<file path="src/rtl/rxq_pkg.sv">
package rxq_pkg;
  typedef struct packed {
    logic flush;
    logic pop;
    logic push;
    logic ovw;
    logic brk;
  } rxq_op_t;
endpackage

</file>
<file path="src/rtl/rxq_ctrl.sv">
module rxq_ctrl #(
  parameter int DEPTH = 4,
  parameter int DW    = 8,
  localparam int CW   = $clog2(DEPTH + 1)
) (
  input  logic             clk_i,
  input  logic             rst_ni,
  input  logic             rx_en_i,
  input  logic             rx_dis_i,
  input  logic             rx_reset_i,
  input  logic             push_valid_i,
  input  logic [DW-1:0]    push_data_i,
  input  logic             break_i,
  input  logic             rd_i,
  input  logic [CW-1:0]    cnt_i,
  input  logic             full_i,
  output logic             ready_o,
  output rxq_pkg::rxq_op_t op_o,
  output logic [DW-1:0]    wdata_o
);
  logic en_q;

  always_ff @(posedge clk_i or negedge rst_ni) begin
    if (!rst_ni)         en_q <= 1'b0;
    else if (rx_reset_i) en_q <= 1'b0;
    else if (rx_dis_i)   en_q <= 1'b0;
    else if (rx_en_i)    en_q <= 1'b1;
  end

  assign ready_o = en_q & ~full_i;

  logic at_top;
  assign at_top = (cnt_i == CW'(DEPTH));

  always_comb begin
    op_o       = '0;
    op_o.flush = rx_reset_i;
    op_o.brk   = break_i;
    if (!rx_reset_i) begin
      op_o.pop = rd_i & (cnt_i != '0);
      if (break_i) begin
        // full with no read: replace newest instead of dropping
        op_o.ovw  = at_top & ~op_o.pop;
        op_o.push = ~op_o.ovw;
      end else begin
        op_o.push = push_valid_i & ready_o;
      end
    end
  end

  assign wdata_o = break_i ? '0 : push_data_i;
endmodule

</file>
<file path="src/rtl/rxq_ptr.sv">
module rxq_ptr #(
  parameter int DEPTH = 4,
  localparam int PW   = (DEPTH > 1) ? $clog2(DEPTH) : 1,
  localparam int CW   = $clog2(DEPTH + 1)
) (
  input  logic             clk_i,
  input  logic             rst_ni,
  input  rxq_pkg::rxq_op_t op_i,
  output logic [PW-1:0]    rptr_o,
  output logic [PW-1:0]    widx_o,
  output logic [CW-1:0]    cnt_o
);
  logic [PW-1:0] rptr_q, wptr_q;
  logic [CW-1:0] cnt_q;

  function automatic logic [PW-1:0] inc(input logic [PW-1:0] p);
    return (p == PW'(DEPTH - 1)) ? '0 : p + 1'b1;
  endfunction

  function automatic logic [PW-1:0] dec(input logic [PW-1:0] p);
    return (p == '0) ? PW'(DEPTH - 1) : p - 1'b1;
  endfunction

  assign widx_o = op_i.ovw ? dec(wptr_q) : wptr_q;
  assign rptr_o = rptr_q;
  assign cnt_o  = cnt_q;

  always_ff @(posedge clk_i or negedge rst_ni) begin
    if (!rst_ni) begin
      rptr_q <= '0;
      wptr_q <= '0;
      cnt_q  <= '0;
    end else if (op_i.flush) begin
      rptr_q <= '0;
      wptr_q <= '0;
      cnt_q  <= '0;
    end else begin
      if (op_i.pop)  rptr_q <= inc(rptr_q);
      if (op_i.push) wptr_q <= inc(wptr_q);
      case ({op_i.push, op_i.pop})
        2'b10:   cnt_q <= cnt_q + 1'b1;
        2'b01:   cnt_q <= cnt_q - 1'b1;
        default: cnt_q <= cnt_q;
      endcase
    end
  end
endmodule

</file>
<file path="src/rtl/rxq_store.sv">
module rxq_store #(
  parameter int DEPTH = 4,
  parameter int DW    = 8,
  localparam int PW   = (DEPTH > 1) ? $clog2(DEPTH) : 1,
  localparam int CW   = $clog2(DEPTH + 1)
) (
  input  logic          clk_i,
  input  logic          rst_ni,
  input  logic          we_i,
  input  logic [PW-1:0] widx_i,
  input  logic [DW-1:0] wdata_i,
  input  logic [PW-1:0] rptr_i,
  input  logic [CW-1:0] cnt_i,
  output logic [DW-1:0] rdata_o
);
  logic [DW-1:0] slot_q [DEPTH];

  for (genvar g = 0; g < DEPTH; g++) begin : g_slot
    always_ff @(posedge clk_i or negedge rst_ni) begin
      if (!rst_ni)                          slot_q[g] <= '0;
      else if (we_i && widx_i == PW'(g))    slot_q[g] <= wdata_i;
    end
  end

  assign rdata_o = (cnt_i == '0) ? '0 : slot_q[rptr_i];
endmodule

</file>
<file path="src/rtl/rxq_flags.sv">
module rxq_flags #(
  parameter int DEPTH = 4,
  localparam int CW   = $clog2(DEPTH + 1)
) (
  input  logic             clk_i,
  input  logic             rst_ni,
  input  rxq_pkg::rxq_op_t op_i,
  input  logic             brk_clr_i,
  input  logic [CW-1:0]    cnt_i,
  output logic             data_rdy_o,
  output logic             full_o,
  output logic             brk_irq_o
);
  logic rdy_q, full_q, irq_q;
  logic [CW-1:0] after_pop;

  assign after_pop = op_i.pop ? cnt_i - 1'b1 : cnt_i;

  always_ff @(posedge clk_i or negedge rst_ni) begin
    if (!rst_ni) begin
      rdy_q  <= 1'b0;
      full_q <= 1'b0;
    end else if (op_i.flush) begin
      rdy_q  <= 1'b0;
      full_q <= 1'b0;
    end else begin
      if (op_i.push || op_i.ovw)          rdy_q <= 1'b1;
      else if (op_i.pop && cnt_i == CW'(1)) rdy_q <= 1'b0;
      if (op_i.push && after_pop == CW'(DEPTH - 1)) full_q <= 1'b1;
      else if (op_i.pop)                            full_q <= 1'b0;
    end
  end

  always_ff @(posedge clk_i or negedge rst_ni) begin
    if (!rst_ni)        irq_q <= 1'b0;
    else if (op_i.brk)  irq_q <= 1'b1;
    else if (brk_clr_i) irq_q <= 1'b0;
  end

  assign data_rdy_o = rdy_q;
  assign full_o     = full_q;
  assign brk_irq_o  = irq_q;
endmodule

</file>
<file path="src/rtl/rx_hold_queue.sv">
module rx_hold_queue #(
  parameter int DEPTH = 4,
  parameter int DW    = 8,
  localparam int PW   = (DEPTH > 1) ? $clog2(DEPTH) : 1,
  localparam int CW   = $clog2(DEPTH + 1)
) (
  input  logic          clk_i,
  input  logic          rst_ni,
  input  logic          rx_en_i,
  input  logic          rx_dis_i,
  input  logic          rx_reset_i,
  input  logic          push_valid_i,
  input  logic [DW-1:0] push_data_i,
  input  logic          break_i,
  input  logic          brk_clr_i,
  input  logic          rd_i,
  output logic [DW-1:0] rd_data_o,
  output logic          ready_o,
  output logic          data_rdy_o,
  output logic          full_o,
  output logic          brk_irq_o,
  output logic [CW-1:0] count_o
);
  rxq_pkg::rxq_op_t op;
  logic [DW-1:0]    wdata;
  logic [PW-1:0]    rptr, widx;
  logic [CW-1:0]    cnt;

  rxq_ctrl #(.DEPTH(DEPTH), .DW(DW)) u_ctrl (
    .clk_i, .rst_ni, .rx_en_i, .rx_dis_i, .rx_reset_i,
    .push_valid_i, .push_data_i, .break_i, .rd_i,
    .cnt_i(cnt), .full_i(full_o), .ready_o, .op_o(op), .wdata_o(wdata)
  );

  rxq_ptr #(.DEPTH(DEPTH)) u_ptr (
    .clk_i, .rst_ni, .op_i(op), .rptr_o(rptr), .widx_o(widx), .cnt_o(cnt)
  );

  rxq_store #(.DEPTH(DEPTH), .DW(DW)) u_store (
    .clk_i, .rst_ni, .we_i(op.push | op.ovw), .widx_i(widx),
    .wdata_i(wdata), .rptr_i(rptr), .cnt_i(cnt), .rdata_o(rd_data_o)
  );

  rxq_flags #(.DEPTH(DEPTH)) u_flags (
    .clk_i, .rst_ni, .op_i(op), .brk_clr_i, .cnt_i(cnt),
    .data_rdy_o, .full_o, .brk_irq_o
  );

  assign count_o = cnt;
endmodule

</file>
<file path="config.mk">
export PLATFORM = sky130hd
export DESIGN_NAME = rx_hold_queue
export DESIGN_NICKNAME = d
export VERILOG_FILES = /design/src/rtl/rxq_pkg.sv /design/src/rtl/rxq_ctrl.sv /design/src/rtl/rxq_ptr.sv /design/src/rtl/rxq_store.sv /design/src/rtl/rxq_flags.sv /design/src/rtl/rx_hold_queue.sv
export SDC_FILE = /design/constraint.sdc
export NUM_CORES = 1
export LEC_CHECK = 0
export BUFFER_PORTS_ARGS = -buffer_cell sky130_fd_sc_hd__buf_2
export CAP_MARGIN = 20
export CORE_UTILIZATION = 40
export CTS_BUF_LIST = sky130_fd_sc_hd__clkbuf_4 sky130_fd_sc_hd__clkbuf_8
export DETAILED_ROUTE_END_ITERATION = 6
export GPL_ROUTABILITY_DRIVEN = 0
export PLACE_DENSITY_LB_ADDON = 0.2
export RECOVER_POWER = 50
export SLEW_MARGIN = 40
export SYNTH_ARGS = -nofsm -noshare
export SYNTH_HDL_FRONTEND = slang
export SYNTH_SLANG_ARGS = --single-unit
</file>
<file path="constraint.sdc">
create_clock -name clk_i -period 1.7 [get_ports clk_i]
set_input_delay 0.17 -clock clk_i [delete_from_list [all_inputs] [get_ports clk_i]]
set_output_delay 0.17 -clock clk_i [all_outputs]
set_load 0.05 [all_outputs]
</file>
# After elaboration in Yosys (flattened, before gate mapping)
# Index checks and enable logic that the tools add are counted.
# totals
reg_bits	43
latchBits	0
ramBits	0
romBits	0
input_bits	17
output_inout_bits	15
word_cells	84
n_memories	0
# classes
n_addsub	5
multipliers	0
n_div	0
order_cmp	1
eq_ne	10
shifts	0
mux	30
n_bitwise	9
reduce_logical	18
# ops
cell	count
$mux 8	4
$bmux 8 s2	1
$mux 2	8
$reduce_bool 3->1	5
$mux 1	13
$eq 2x2->1 const B	5
$mux 3	3
$logic_and 1x1->1	6
$pmux 3 s2	1
$reduce_bool 2->1	3
$add 2x1->2 const B	2
$and 1x1->1	4
$eq 2x1->1 const B	2
$logic_not 2->1	2
$add 3x1->3 const B	1
$eq 3x1->1 const B	1
$eq 3x2->1 const B	1
$eq 3x3->1 const B	1
$ge 3x3->1 const B	1
$logic_not 3->1	1
$not 1->1	3
$not 2->3	1
$sub 3x1->3 const B	1
$sub 2x1->2 const B	1
2 further kinds	2

# Depth between registers and ports, before layout
# Gate-level depths: netlist (run 1).
# logic_depth
depth_word	12
mapped_depth	7

# Modules after synthesis
# From an unflattened synthesis (run 1), not the netlist that was laid out.
# unflattened
hier_cells	171
hier_area_um2	2274.7
# by_module_without_submodules
mod	instances	cells_each	area_per_inst_um2	seq_area_each_um2
rxq_store	1	87	1460.2	800.8
rxq_ptr	1	43	431.7	175.2
rxq_flags	1	19	203.9	75.1
rxq_ctrl	1	21	172.7	25.0
rx_hold_queue	1	1	6.3	0.0

# Worst setup path before layout (run 1)
# No wires, ideal clock.
# synth_path
kind	register to register
from	reg u_ptr.cnt_q[0], in the netlist u_ptr.cnt_o[0]
to	reg u_flags.full_q, in the netlist u_flags.full_o
setup_ns	0.094
arrival_time_ns	2.082
t_required_ns	1.606
path_slack_ns	-0.476
path_stages_with_launch	7
synth_period_minus_slack_ns	2.176
cell_sequence	dfrtp_1 > inv_1 > ha_1 > nand4b_4 > o21ai_4 > or4_4 > a221oi_2
# synth_via
elab_chain_len	10
word_cells_on_any_way	15
cone_classes	add/sub: 1; eq/ne: 2; mux: 5; bitwise: 4; reduce/logical: 3
# synth_rtl
item	line	text
start, declared	rxq_ptr.sv:14	logic [CW-1:0] cnt_q;
start signal, assigned	rxq_ptr.sv:41	2'b10: cnt_q <= cnt_q + 1'b1;
start signal, assigned	rxq_ptr.sv:42	2'b01: cnt_q <= cnt_q - 1'b1;
start signal, assigned	rxq_ptr.sv:43	default: cnt_q <= cnt_q;
branches (longest 10 deep; another with $sub 3x1->3)	n/a	
end signal, assigned	rxq_flags.sv:25	full_q <= 1'b0;
end signal, assigned	rxq_flags.sv:29	if (op_i.push && after_pop == CW'(DEPTH - 1)) full_q <= 1'b1;
end signal, assigned	rxq_flags.sv:30	else if (op_i.pop) full_q <= 1'b0;
end, declared	rxq_flags.sv:14	logic rdy_q, full_q, irq_q;
# Parallel ways; which one is timed is not known.
# A chain may end at the register's enable or synchronous reset.

# Worst setup path in the final report (run 1)
# layout_path
from	reg u_ptr.rptr_q[0], in the netlist u_ptr.rptr_o[0]
to	out rd_data_o[1]
# layout_via
elab_chain_len	5
# layout_rtl
item	line	text
start, declared	rxq_ptr.sv:13	logic [PW-1:0] rptr_q, wptr_q;
start signal, assigned	rxq_ptr.sv:38	if (op_i.pop) rptr_q <= inc(rptr_q);
$not 2->3 (implied by the code)	rxq_store.sv:25	assign rdata_o = (cnt_i == '0) ? '0 : slot_q[rptr_i];
$bmux 8 s2	rxq_store.sv:25	
$mux 8 (implied by the code) (2 in series)	rxq_store.sv:25	
$mux 8	rxq_store.sv:25	
end, declared	rx_hold_queue.sv:17	output logic [DW-1:0] rd_data_o,
# No other way between the ends. The select of a mux whose other input is x is not followed.

==> results of run 1 <==
-- worst reg2reg max path: cells and delay by family, from the launching register on --
family / cells / cell delay [ns]
flops: 1 / 0.41
buf+inv: 1 / 0.08
fa+ha+maj: 1 / 0.15
compound gates: 2 / 0.50
simple gates: 2 / 0.53
-- area by class of cell --
type	instances	share of cell area
inverters	5	0.00614
multi-input cells	117	0.387
clock buffers	5	0.0225
well taps	70	0.0286
clock inverters	3	0.0143
flip-flops and latches	43	0.354
repair buffers	72	0.187
-- per-stage QoR --
step	utilization	hold WS (ns)	power, uW	setup slack, ns
finish	0.584	0.0154	3800	-0.115
global route	0.584	0.00178	3960	-0.179
CTS	0.575	0.0153	3750	-0.169
detailed placement	0.513	0.276	2710	-0.128
global placement	0.513	0.270	2670	-0.0639
floorplan	-	-0.126	2150	-0.153
-- power groups by stage --
| stage | registers, uW | clock network (uW) | logic [uW] |
|---|---|---|---|
| 3_5_place_dp | 1230 | 0 | 1480 |
| 3_3_place_gp | 1220 | 0 | 1440 |
| 5_1_grt | 1230 | 864 | 1870 |
| 4_1_cts | 1210 | 814 | 1730 |
| 2_1_floorplan | 1370 | 0 | 779 |
| 6_report | 1210 | 807 | 1780 |
-- synth_stat cells (2+ instances only) --
library cell and number:
a211oi_1 2, a21o_1 5, a21oi_1 3, a22o_1 32
and2_1 8, and3_1 4, buf_2 6, buf_4 2
clkbuf_1 5, dfrtp_1 43, ha_1 6, inv_1 5
mux2i_1 2, mux4_2 8, nand2_1 2, nand2b_1 2
nand3_1 3, nand3b_1 2, nor2_1 7, nor2b_1 3
nor3b_1 2, o2111ai_1 4, or3_1 2, xor2_1 2
-- path summary, 6_finish.rpt --
kind	end	slack, ns
hold reg to reg	u_store.slot_q[22]	0.51
setup reg to reg	u_store.slot_q[11]	-0.08
min in group asynchronous	u_ptr.cnt_o[2]	0.67
hold / removal	u_ctrl.en_q	0.02
max in group asynchronous	u_flags.full_o	0.28
setup / recovery	rd_data_o[1]	-0.11
-- metal layers --
layer | global-route usage | wire [um] | up-vias
met5 | 0 | 0 | -
li1 | - | - | 814
met3 | 0.0383 | 255 | 10
met2 | 0.368 | 2990 | 53
met4 | 0.0654 | 103 | 0
met1 | 0.271 | 2540 | 927
-- registers in the layout, summed over array words and instances (netlist names) --
signal and count:
u_ptr.wptr_q 2, u_flags.data_rdy_o 1, u_ctrl.en_q 1, u_flags.full_o 1
u_ptr.cnt_o 3, u_store.slot_q 32, u_flags.brk_irq_o 1, u_ptr.rptr_o 2
-- what timing repair did --
item | CTS | global route
setup buffers | 6 | 3
cloned | 1 | 0
endpoints found under the hold margin | 43 | 0
endpoints found under the setup margin | 42 | 42
hold buffers | 1 | 0
resized for setup | 42 | 16
pin swaps | 8 | 9
-- kinds of logic after synthesis --
group	Yosys count	synth area share
AOI/OAI and AO/OA	51	0.197
xor gates and xnor gates	4	0.0219
adders and majority gates	6	0.0337
buffers and inverters	18	0.0371
DFF	43	0.483
muxes	11	0.0949
and+or+nand+nor	45	0.132
==> impl_metrics.json, run 1 <==
{
  "area_growth_pct": 37.3,
  "finalSetupViolCount": 18,
  "period_needed_ns": 1.81,
  "reg2reg_depth": 6,
  "drt_first_pass_iters": 4,
  "rows": 26,
  "drc": 0,
  "dpl.hpwl_um": 3900,
  "io_pins": 32,
  "grt_max_degree": 44,
  "startpoint": "u_ptr.rptr_o[0]",
  "cp_num_buf_inv": 2,
  "htreeDepth": 2,
  "seq_area_um2": 1080,
  "initial_core_util": 0.425,
  "critPathMaxStageDelay_ns": 0.51,
  "layout_commonest_cell": "dfrtp_1",
  "nets": 267,
  "port_buffers": 31,
  "pwr-share-comb": 0.468,
  "tightest_slew_ns": 1.09,
  "synthFlopType": "dfrtp_1",
  "violations": "negative setup slack",
  "fillers": 457,
  "clk_pin_slew_worst_paths_ns": 0.09,
  "skew_ns": 0.00562,
  "leakage_uw": 0.00148,
  "worstPathArrival_ns": 1.64,
  "post-route-period-util": 1.07,
  "root_buffer": "clkbuf_8",
  "critPathCaptureType": "output pin",
  "worstSetupStartpointType": "flop",
  "ys_seq_area_frac": 0.483,
  "num_vias": 1804,
  "yosysWarnings": 0,
  "path_depth": 4,
  "syn_nets": 201,
  "hold_depth": 2,
  "synth_area_um2": 2230,
  "num_antenna_cells": 0,
  "dpl-instance-area_um2": 2690,
  "dieArea_um2": 5870,
  "dp.cells": 298,
  "min_from": "rx_dis_i",
  "wl_per_cell_um": 18.7,
  "cp_max_fo": 5,
  "drt_iter0_markers": 92,
  "r2r-start": "u_ptr.cnt_o[1]",
  "hold_class": "primary input to flop",
  "ys_seq_elements": 43,
  "cts.sinks": 43,
  "power_density_nw_per_um2": 1240,
  "sw_frac_of_total": 0.361,
  "pwr-share-seq": 0.319,
  "synth-edff-count": 0,
  "setup_tns_ns": -1.34,
  "cts_max_path_buffers": 2,
  "maxCapViolations": 0,
  "final_cell_mix": "dfrtp_1 (39), a22o_1 (32), buf_4 (32)",
  "multi_input_area_um2": 1180,
  "dieHeight_um": 76.6,
  "cp.required_ns": 1.53,
  "worstPathCellList": "buf_6, mux4_2, and2_4, buf_8",
  "avgSynthCellArea_um2": 12.5,
  "crit_family": "multiplexers",
  "cts_tree": "built",
  "status": "finished with violations",
  "finalWirelength_um": 5890,
  "grt_pass1_vias": 1892,
  "drt.antenna.violating_nets": 0,
  "synth_top_area_share": 0.483,
  "switchingPower_uw": 1370,
  "rsz0062_at_grt": "true",
  "gr-usage-all-layers": 0.213,
  "numCtsBuffers": 5,
  "via_per_inst": 5.73,
  "coreArea_um2": 5240,
  "async_flop_share": 1.00,
  "hold_viol_final": 0,
  "dieWidth_um": 76.6,
  "final-instance-count-excl-fill": 315,
  "internal_power_uw": 2430,
  "gr-total-overflow": 0,
  "antenna_found_initial": 0,
  "postLayoutCellArea_um2": 3060,
  "grt_pass1_wl_um": 9560,
  "drive_above_1_share": 0.498,
  "timing.fmax_mhz": 551,
  "setup_ws_ns": -0.115,
  "critPathKind": "flop to output pin",
  "cp_slowest_cell": "mux4_2",
  "max-slew-margin-rel": 0.274,
  "power_frac_clock": 0.213,
  "synthTopCellsByArea": "dfrtp_1 (48%), a22o_1 (13%), mux4_2 (8.1%), ha_1 (3.4%), and2_1 (2.2%)",
  "clkLatencyLatePin_ns": 0.30,
  "ir_drop_v": 0.000701,
  "yosysTopAreaCell": "dfrtp_1",
  "syn_inst": 178,
  "drv_slew": 0,
  "synthDistinctLibCells": 42
}
(Power assumes the default switching activity.)
==> inputs of run 2 (changes only) <==
--- a/config.mk
+++ b/config.mk
@@ -13,6 +13,7 @@
 export GPL_ROUTABILITY_DRIVEN = 0
 export PLACE_DENSITY_LB_ADDON = 0.2
 export RECOVER_POWER = 50
+export SKIP_CTS_REPAIR_TIMING = 1
 export SLEW_MARGIN = 40
 export SYNTH_ARGS = -nofsm -noshare
 export SYNTH_HDL_FRONTEND = slang
==> run 2 against run 1 <==
  * The run still ends with negative setup slack left
  * Register-to-register slack about the same
  * Sequential share of layout area rose by 0.24 points
  * Via count fell by 0.83%
  * Critical path depth stayed put
  * Clock power about the same
  * Final cell count decreased by 0.63%
  * Largest cell class unchanged
  * Non-clock buffer count fell by 2
  * Worst setup slack lost 0.018 ns
==> impl_metrics.json, run 2 (synthesis gave the netlist of run 1 again) <==
{
  "dieArea_um2": 5870,
  "cp_max_fo": 5,
  "violations": "negative setup slack",
  "num_vias": 1789,
  "leakage_uw": 0.00147,
  "gr-total-overflow": 0,
  "switchingPower_uw": 1420,
  "sw_frac_of_total": 0.365,
  "startpoint": "u_ptr.rptr_o[0]",
  "cp.required_ns": 1.53,
  "layout_commonest_cell": "dfrtp_1",
  "r2r-start": "u_ptr.cnt_o[1]",
  "setup_ws_ns": -0.133,
  "numCtsBuffers": 5,
  "coreArea_um2": 5240,
  "tightest_slew_ns": 1.09,
  "clk_pin_slew_worst_paths_ns": 0.09,
  "cts_max_path_buffers": 2,
  "root_buffer": "clkbuf_8",
  "drv_slew": 0,
  "final_cell_mix": "dfrtp_1 (38), a22o_1 (32), buf_4 (31)",
  "critPathCaptureType": "output pin",
  "dieWidth_um": 76.6,
  "finalWirelength_um": 6030,
  "skew_ns": 0.00424,
  "critPathKind": "flop to output pin",
  "io_pins": 32,
  "drt.antenna.violating_nets": 0,
  "cts.sinks": 43,
  "status": "finished with violations",
  "hold_class": "primary input to flop",
  "rsz0062_at_grt": "true",
  "dpl.hpwl_um": 3900,
  "rows": 26,
  "drc": 0,
  "dieHeight_um": 76.6,
  "wl_per_cell_um": 19.3,
  "finalSetupViolCount": 25,
  "drt_first_pass_iters": 4,
  "grt_pass1_vias": 1787,
  "top_register": "u_store.slot_q",
  "power_density_nw_per_um2": 1280,
  "hold_viol_final": 0,
  "nets": 265,
  "pwr-share-seq": 0.315,
  "htreeDepth": 2,
  "pwr-share-comb": 0.477,
  "largest_reg_flops": 32,
  "num_antenna_cells": 0,
  "timing.fmax_mhz": 546,
  "ir_drop_v": 0.000701,
  "drive_above_1_share": 0.486,
  "via_per_inst": 5.72,
  "antenna_found_initial": 0,
  "power_frac_clock": 0.208,
  "cts_tree": "built",
  "period_needed_ns": 1.83,
  "drt_iter0_markers": 61,
  "initial_core_util": 0.425,
  "power.total_uw": 3880,
  "final-instance-count-excl-fill": 313,
  "max-slew-margin-rel": 0.272,
  "grt_max_degree": 44,
  "maxCapViolations": 0,
  "internal_power_uw": 2470,
  "area_growth_pct": 36.5,
  "setup_tns_ns": -1.45,
  "dp.cells": 298,
  "worstSetupStartpointType": "flop",
  "gr-usage-all-layers": 0.201,
  "min_from": "rx_dis_i",
  "grt_pass1_wl_um": 9000,
  "worstPathArrival_ns": 1.66,
  "port_buffers": 31,
  "post-route-period-util": 1.08,
  "clkLatencyLatePin_ns": 0.30
}
[run 2: cell types whose count changed in the layout (fill, tap and decap cells not counted), sizes merged]
cell / previous run / this run
buf: 70 / 67
clkbuf: 6 / 7
[run 2: metal layers]
metal,routed length (um),part of all wire,track usage,up-vias
li1,-,-,-,815
met1,2600,0.43,0.258,915
met2,3080,0.51,0.339,46
met3,204,0.034,0.0383,13
met4,143,0.024,0.0692,0
met5,0,0,0,-
[run 2: final cells by class]
| cell class | count | area, um^2 |
|---|---|---|
| repair buffers | 70 | 573 |
| multi-input cells | 117 | 1170 |
| flip-flops and latches | 43 | 1080 |
| inverters | 5 | 18.8 |
| well taps | 70 | 87.6 |
| clock buffers | 5 | 68.8 |
| fillers | 449 | 2200 |
| clock inverters | 3 | 43.8 |
[run 2: path summary, 6_finish.rpt]
path	cells after the start	to	slack, ns
min	2	u_ctrl.en_q	0.02
min reg2reg	1	u_store.slot_q[26]	0.51
max reg2reg	6	u_store.slot_q[8]	-0.08
max in group asynchronous	3	u_flags.full_o	0.27
max	4	rd_data_o[5]	-0.13
min in group asynchronous	3	u_ptr.cnt_o[2]	0.67
[run 2: critical path: stages, from the launching register on]
cell	delay, ns
dfrtp_2	0.42
clkbuf_16	0.16
mux4_2	0.48
and2_4	0.16
buf_8	0.14
[run 2: power groups by stage]
stage | Clock [uW] | Combinational, uW | Sequential, uW
global route | 863 | 1940 | 1240
finish | 808 | 1850 | 1220
CTS | 814 | 1490 | 1210
detailed placement | 0 | 1480 | 1230
floorplan | 0 | 779 | 1370
global placement | 0 | 1440 | 1220
[run 2: through the flow]
stage               setup slack [ns]  cell area, um^2   util  hold slack, ns
floorplan                     -0.153             2260      -          -0.126
global placement             -0.0639             2690  0.513           0.270
detailed placement            -0.128             2690  0.513           0.276
CTS                           -0.244             2800  0.534         -0.0387
global route                  -0.166             3040  0.581         0.00178
finish                        -0.133             3040  0.581          0.0195
